**config.mk**
```make
export PLATFORM = sky130hd
export DESIGN_NAME = flash_query_mode
export DESIGN_NICKNAME = d
export VERILOG_FILES = /design/src/rtl/flash_query_pkg.sv /design/src/rtl/flash_query_ctrl.sv /design/src/rtl/flash_query_dp.sv /design/src/rtl/flash_query_mode.sv
export SDC_FILE = /design/constraint.sdc
export NUM_CORES = 1
export LEC_CHECK = 0
export ABC_AREA = 1
export BUFFER_PORTS_ARGS = -buffer_cell sky130_fd_sc_hd__buf_4
export CORE_MARGIN = 4
export CORE_UTILIZATION = 38
export DETAILED_ROUTE_END_ITERATION = 7
export GPL_TIMING_DRIVEN = 0
export HOLD_SLACK_MARGIN = 0.1
export PLACE_DENSITY = 0.82
export SYNTH_ARGS = -nofsm -noshare
export SYNTH_HDL_FRONTEND = slang
export SYNTH_HIERARCHICAL = 1
export SYNTH_SLANG_ARGS = --single-unit
```
**constraint.sdc**
```tcl
create_clock -name clk -period 1.8 [get_ports clk]
set_clock_uncertainty 0.15 [all_clocks]
set_input_delay 0.27 -clock clk [delete_from_list [all_inputs] [get_ports clk]]
set_output_delay 0.27 -clock clk [all_outputs]
set_load 0.01 [all_outputs]
```
**src/rtl/flash_query_pkg.sv**
```systemverilog
package flash_query_pkg;

  typedef struct packed {
    logic enterQuery;
    logic leaveQuery;
  } qmStrobe_t;

  localparam logic [7:0] CMD_QUERY = 8'h98;
  localparam logic [7:0] CMD_RESET = 8'hF0;
  localparam logic [7:0] WORD_ENTRY_ADDR = 8'h55;
  localparam logic [7:0] BYTE_ENTRY_ADDR = 8'hAA;

  // Query table contents; indices absent from the case read as zero.
  function automatic logic [7:0] queryByte(input int unsigned idx, input int unsigned sizeLog2);
    logic [7:0] val;
    case (idx)
      32'h10:  val = 8'h51;           // 'Q'
      32'h11:  val = 8'h52;           // 'R'
      32'h12:  val = 8'h59;           // 'Y'
      32'h13:  val = 8'h02;           // command set code
      32'h1B:  val = 8'h27;           // minimum supply, 2.7 V
      32'h1C:  val = 8'h36;           // maximum supply, 3.6 V
      32'h27:  val = 8'(sizeLog2);    // device size, 2^n bytes
      32'h28:  val = 8'h02;           // x8/x16 organisation code
      default: val = 8'h00;
    endcase
    return val;
  endfunction

endpackage

```
**src/rtl/flash_query_ctrl.sv**
```systemverilog
module flash_query_ctrl
  import flash_query_pkg::*;
#(
  parameter int ADDR_W = 8
) (
  input  logic              byteMode,
  input  logic              wrEn,
  input  logic [ADDR_W-1:0] addr,
  input  logic [15:0]       wrData,
  output qmStrobe_t         strb
);

  logic [ADDR_W-1:0] entryAddr;
  logic              isQueryCmd;
  logic              isResetCmd;

  // The entry address depends on the bus organisation.
  assign entryAddr  = byteMode ? ADDR_W'(BYTE_ENTRY_ADDR) : ADDR_W'(WORD_ENTRY_ADDR);
  assign isQueryCmd = wrData[7:0] == CMD_QUERY;
  assign isResetCmd = wrData[7:0] == CMD_RESET;

  always_comb begin
    strb.enterQuery = wrEn && isQueryCmd && (addr == entryAddr);
    strb.leaveQuery = wrEn && isResetCmd;
  end

endmodule

```
**src/rtl/flash_query_dp.sv**
```systemverilog
module flash_query_dp
  import flash_query_pkg::*;
#(
  parameter int ADDR_W      = 8,
  parameter int TABLE_DEPTH = 64,
  parameter int SIZE_LOG2   = 22
) (
  input  logic              clk,
  input  logic              rstN,
  input  logic              byteMode,
  input  logic [ADDR_W-1:0] addr,
  input  logic [15:0]       arrayData,
  input  qmStrobe_t         strb,
  output logic              queryActive,
  output logic [15:0]       rdData
);

  localparam int IDX_W = $clog2(TABLE_DEPTH);

  logic [ADDR_W-1:0] tableIdx;
  logic              inRange;
  logic [7:0]        tableByte;

  // In byte mode the table sits at every other bus address.
  assign tableIdx  = byteMode ? {1'b0, addr[ADDR_W-1:1]} : addr;
  assign inRange   = (tableIdx >> IDX_W) == '0;
  assign tableByte = inRange ? queryByte(int'(tableIdx), SIZE_LOG2) : 8'h00;

  always_ff @(posedge clk or negedge rstN) begin
    if (!rstN)                queryActive <= 1'b0;
    else if (strb.leaveQuery) queryActive <= 1'b0;
    else if (strb.enterQuery) queryActive <= 1'b1;
  end

  assign rdData = queryActive ? {8'h00, tableByte} : arrayData;


  queryHold_chk: assert property (@(posedge clk) disable iff (!rstN)
    queryActive && !strb.leaveQuery |=> queryActive);


  outOfTable_chk: assert property (@(posedge clk) disable iff (!rstN)
    queryActive && (tableIdx >= ADDR_W'(TABLE_DEPTH)) |-> rdData == 16'h0000);

endmodule

```
**src/rtl/flash_query_mode.sv**
```systemverilog
module flash_query_mode
  import flash_query_pkg::*;
#(
  parameter int ADDR_W      = 8,
  parameter int TABLE_DEPTH = 64,
  parameter int SIZE_LOG2   = 22
) (
  input  logic              clk,
  input  logic              rstN,
  input  logic              byteMode,
  input  logic              wrEn,
  input  logic [ADDR_W-1:0] addr,
  input  logic [15:0]       wrData,
  input  logic [15:0]       arrayData,
  output logic              queryActive,
  output logic [15:0]       rdData
);

  qmStrobe_t strb;

  flash_query_ctrl #(.ADDR_W(ADDR_W)) u_ctrl (
    .byteMode (byteMode),
    .wrEn     (wrEn),
    .addr     (addr),
    .wrData   (wrData),
    .strb     (strb)
  );

  flash_query_dp #(
    .ADDR_W      (ADDR_W),
    .TABLE_DEPTH (TABLE_DEPTH),
    .SIZE_LOG2   (SIZE_LOG2)
  ) u_dp (
    .clk         (clk),
    .rstN        (rstN),
    .byteMode    (byteMode),
    .addr        (addr),
    .arrayData   (arrayData),
    .strb        (strb),
    .queryActive (queryActive),
    .rdData      (rdData)
  );


  wordEntry_chk: assert property (@(posedge clk) disable iff (!rstN)
    wrEn && !byteMode && wrData[7:0] == 8'h98 && addr == ADDR_W'(8'h55) |=> queryActive);


  byteEntry_chk: assert property (@(posedge clk) disable iff (!rstN)
    wrEn && byteMode && wrData[7:0] == 8'h98 && addr == ADDR_W'(8'hAA) |=> queryActive);


  resetCmd_chk: assert property (@(posedge clk) disable iff (!rstN)
    wrEn && wrData[7:0] == 8'hF0 |=> !queryActive);


  upperLane_chk: assert property (@(posedge clk) disable iff (!rstN)
    queryActive |-> rdData[15:8] == 8'h00);


  passThrough_chk: assert property (@(posedge clk) disable iff (!rstN)
    !queryActive |-> rdData == arrayData);


  idleWrite_chk: assert property (@(posedge clk) disable iff (!rstN)
    !wrEn |=> queryActive == $past(queryActive));

endmodule

```
==> impl_results.md <==
* Status: finished, violations left
* Violated checks: setup timing
* Layout net count at 259
* Biggest regs: u_dp/queryActive: 1 flops
* Startpoint types: input port
* CP endpoint kind: output port
* Sequential area share after synthesis at roughly 3.5%
* DRC errors left at 0
* Reg clk slew, reported paths at 0 ns
* Overflow after GRT at 0
* Max incr delay on CP at around 0.13 ns
* Final Cycle Share at 101%
* Worst Reg-to-Reg Cells at 2
* DIE AREA at between 2000 and 3000 µm²
* Diode count at 0
* PD cells at around 230 nW/µm²
* Final worst slack at -0.0221 ns
* Rel. slew slack at 74.5%
* Global-route wire length before repair at roughly 3900 µm
* Syn nets at about 200
* Die Y at just over 50 µm
* Synth top area share at about a third
* TritonRoute pass-1 iters at 4
* Mapped Area at 709 µm²
* Synth Area per Inst at approximately 4.6 µm²
* Reg-to-Reg End: u_dp/queryActive
* Post-DP HPWL at 1870 µm
* Worst Path Arrival at around 1.4 ns
* Critical path fanouts, max at 7
* Largest net degree at the start of global routing at 11
* Largest Register: u_dp/queryActive
* Placed Instance Area at between 1000 and 1500 µm²
* Vias per std cell at between 4 and 5
* Crit. Startpoint: byteMode
* Internal reg-to-reg setup slack at 1.00 ns
* Cell count after synthesis at around 160
* Width of the die at 51.2 µm
* Area grow syn2layout at 85.7%
* Post-Layout Inst Area at 1320 µm²
* RR Startpoint: u_dp/queryActive
* # rows at 15
* Synth top area cells: nand2_1, nor2_1, inv_1
* Initial core utilization at 40.6%
* Area leader, netlist: nand2_1
* HP Class: reg2reg
* Core Footprint at between 1500 and 2000 µm²
* Fill cells at 138
* # IOs at between 60 and 70
* Min Hold Slack at 0.400 ns
* Post-DRT Antenna Nets at 0
* Seq cells post-synth at 1
* Post-Place Cells at 232
* Maximum vdd drop at roughly 0.18 mV
* Number of global-route vias before repair at 1,001
* Power Total at between 300 and 400 µW
* Fmax at ~550 MHz
* Top cell by count, worst path: nand2_1
* Worst setup endpoint: rdData[1]
* Layout cell share with drive strength beyond 1 at around 47%
* Crit path max-delay cell type: nor2_2
* Critical path, cell by cell: buf_12 -> inv_8 -> buf_6 -> nand2_4 -> nand2_4 -> nand2_1 -> nor2_2 -> nand2_1 -> nand2_2 -> nor2_4 -> nand3_2 -> nand2_1 -> nand2_1 -> buf_6
* Max FFs per register at 1
* Crit Path Category: in2out
* Worst endpoint required time at approximately 1.4 ns
* Vias post-DR at between 1,000 and 1,500
* Min Tclk post-route at 1.82 ns
* Least-Margin Pin Slew at roughly 0.38 ns
* Yosys Warn Count at 6
* Slew Limit Fails at 0
* Max-cap violation count at 0
* Finish-stage setup viols at 3
* WL/cell at between 10 and 15 µm
* Post-synth cell types at 18
* Most frequent cells in the layout: buf_4, nand2_1, nor2_1, inv_1, nand2_2
* Leakage at around 0.00077 µW
* RSZ-0062 raised after global routing: true
* PortBufs at 52
* Routability cong. at between 0.8 and 0.9
* Initial antenna violation count at 0
* Final non-filler cell total at between 200 and 250
* Routed Wire Length at roughly 2500 µm
* Commonest non-fill, non-tap cell in the layout: buf_4
* Initial detailed-routing violation count at 16
* Endpoints failing hold at 0
* Total track usage at 17.9%
* Worst skew pair latency at 0 ns
* Final TNS setup at -0.0404 ns
worst max-delay path, delay by kind of cell:
family                 cells  cell delay (ns)
AND/OR/NAND/NOR           10             0.75
buffers and inverters      4             0.38
through the flow:
stage	setup WS, ns	util (%)
6_report	-0.0221	75.5
5_1_grt	-0.0995	75.5
4_1_cts	0.00177	72.2
3_5_place_dp	-0.145	64.8
3_3_place_gp	-0.124	64.8
2_1_floorplan	0.220	-
worst min-delay path by stage:
stage | from | slack, ns | to | cells past startpoint
final | u_dp/queryActive | 0.40 | u_dp/queryActive | 2
after global routing | rstN | 0.46 | u_dp/queryActive | 2
after CTS | u_dp/queryActive | 0.41 | u_dp/queryActive | 2
after detailed placement | rstN | -0.10 | u_dp/queryActive | 1
after global placement | rstN | -0.10 | u_dp/queryActive | 1
after floorplan | rstN | -0.18 | u_dp/queryActive | 0
logic make-up after synthesis:
logic type	synth area share, %
AND/OR/NAND/NOR	72.7
flip-flops	3.53
buffers and inverters	18.5
AO/OA/AOI/OAI	5.29
cell usage after synthesis:
cell type / n
nor2_4: 4
nand2_4: 1
buf_4: 2
nor2_2: 2
inv_1: 25
o21bai_1: 1
nand2_2: 6
inv_2: 2
nor3_1: 1
dfrtp_1: 1
a21oi_1: 2
buf_6: 1
nand3_2: 2
clkbuf_1: 1
o21ai_1: 4
nor2_1: 30
nand3_1: 7
nand2_1: 63
per-layer routing:
| metal | global-route usage [%] | part of all wire, % | vias up |
|---|---|---|---|
| li1 | - | - | 571 |
| met1 | 22.1 | 39 | 467 |
| met2 | 34.5 | 56 | 31 |
| met3 | 0.583 | 5.2 | 0 |
| met4 | 2.24 | 0 | 0 |
| met5 | 0 | 0 | - |
timing repair:
action,in CTS,in global routing
setup endpoints to repair,6,7
pin swaps,11,22
hold buffers,1,0
setup buffers,4,0
gates cloned,1,0
gates resized for setup,24,20
hold endpoints to repair,1,0
power breakdown:
part	leakage (µW)	internal [µW]	switching, µW
logic	0.000754	138	138
registers	0.0000139	23.5	0.597
clock network	0	0	0
layout make-up:
| cell class | instances | area [µm²] | area share (%) |
|---|---|---|---|
| timing repair buffer | 58 | 462 | 35.0 |
| multi-input combinational | 123 | 653 | 49.6 |
| sequential | 1 | 25.0 | 1.90 |
| inverter | 27 | 109 | 8.26 |
| buffer | 4 | 37.5 | 2.85 |
| tap | 25 | 31.3 | 2.37 |
(Power assumes the default switching activity.)
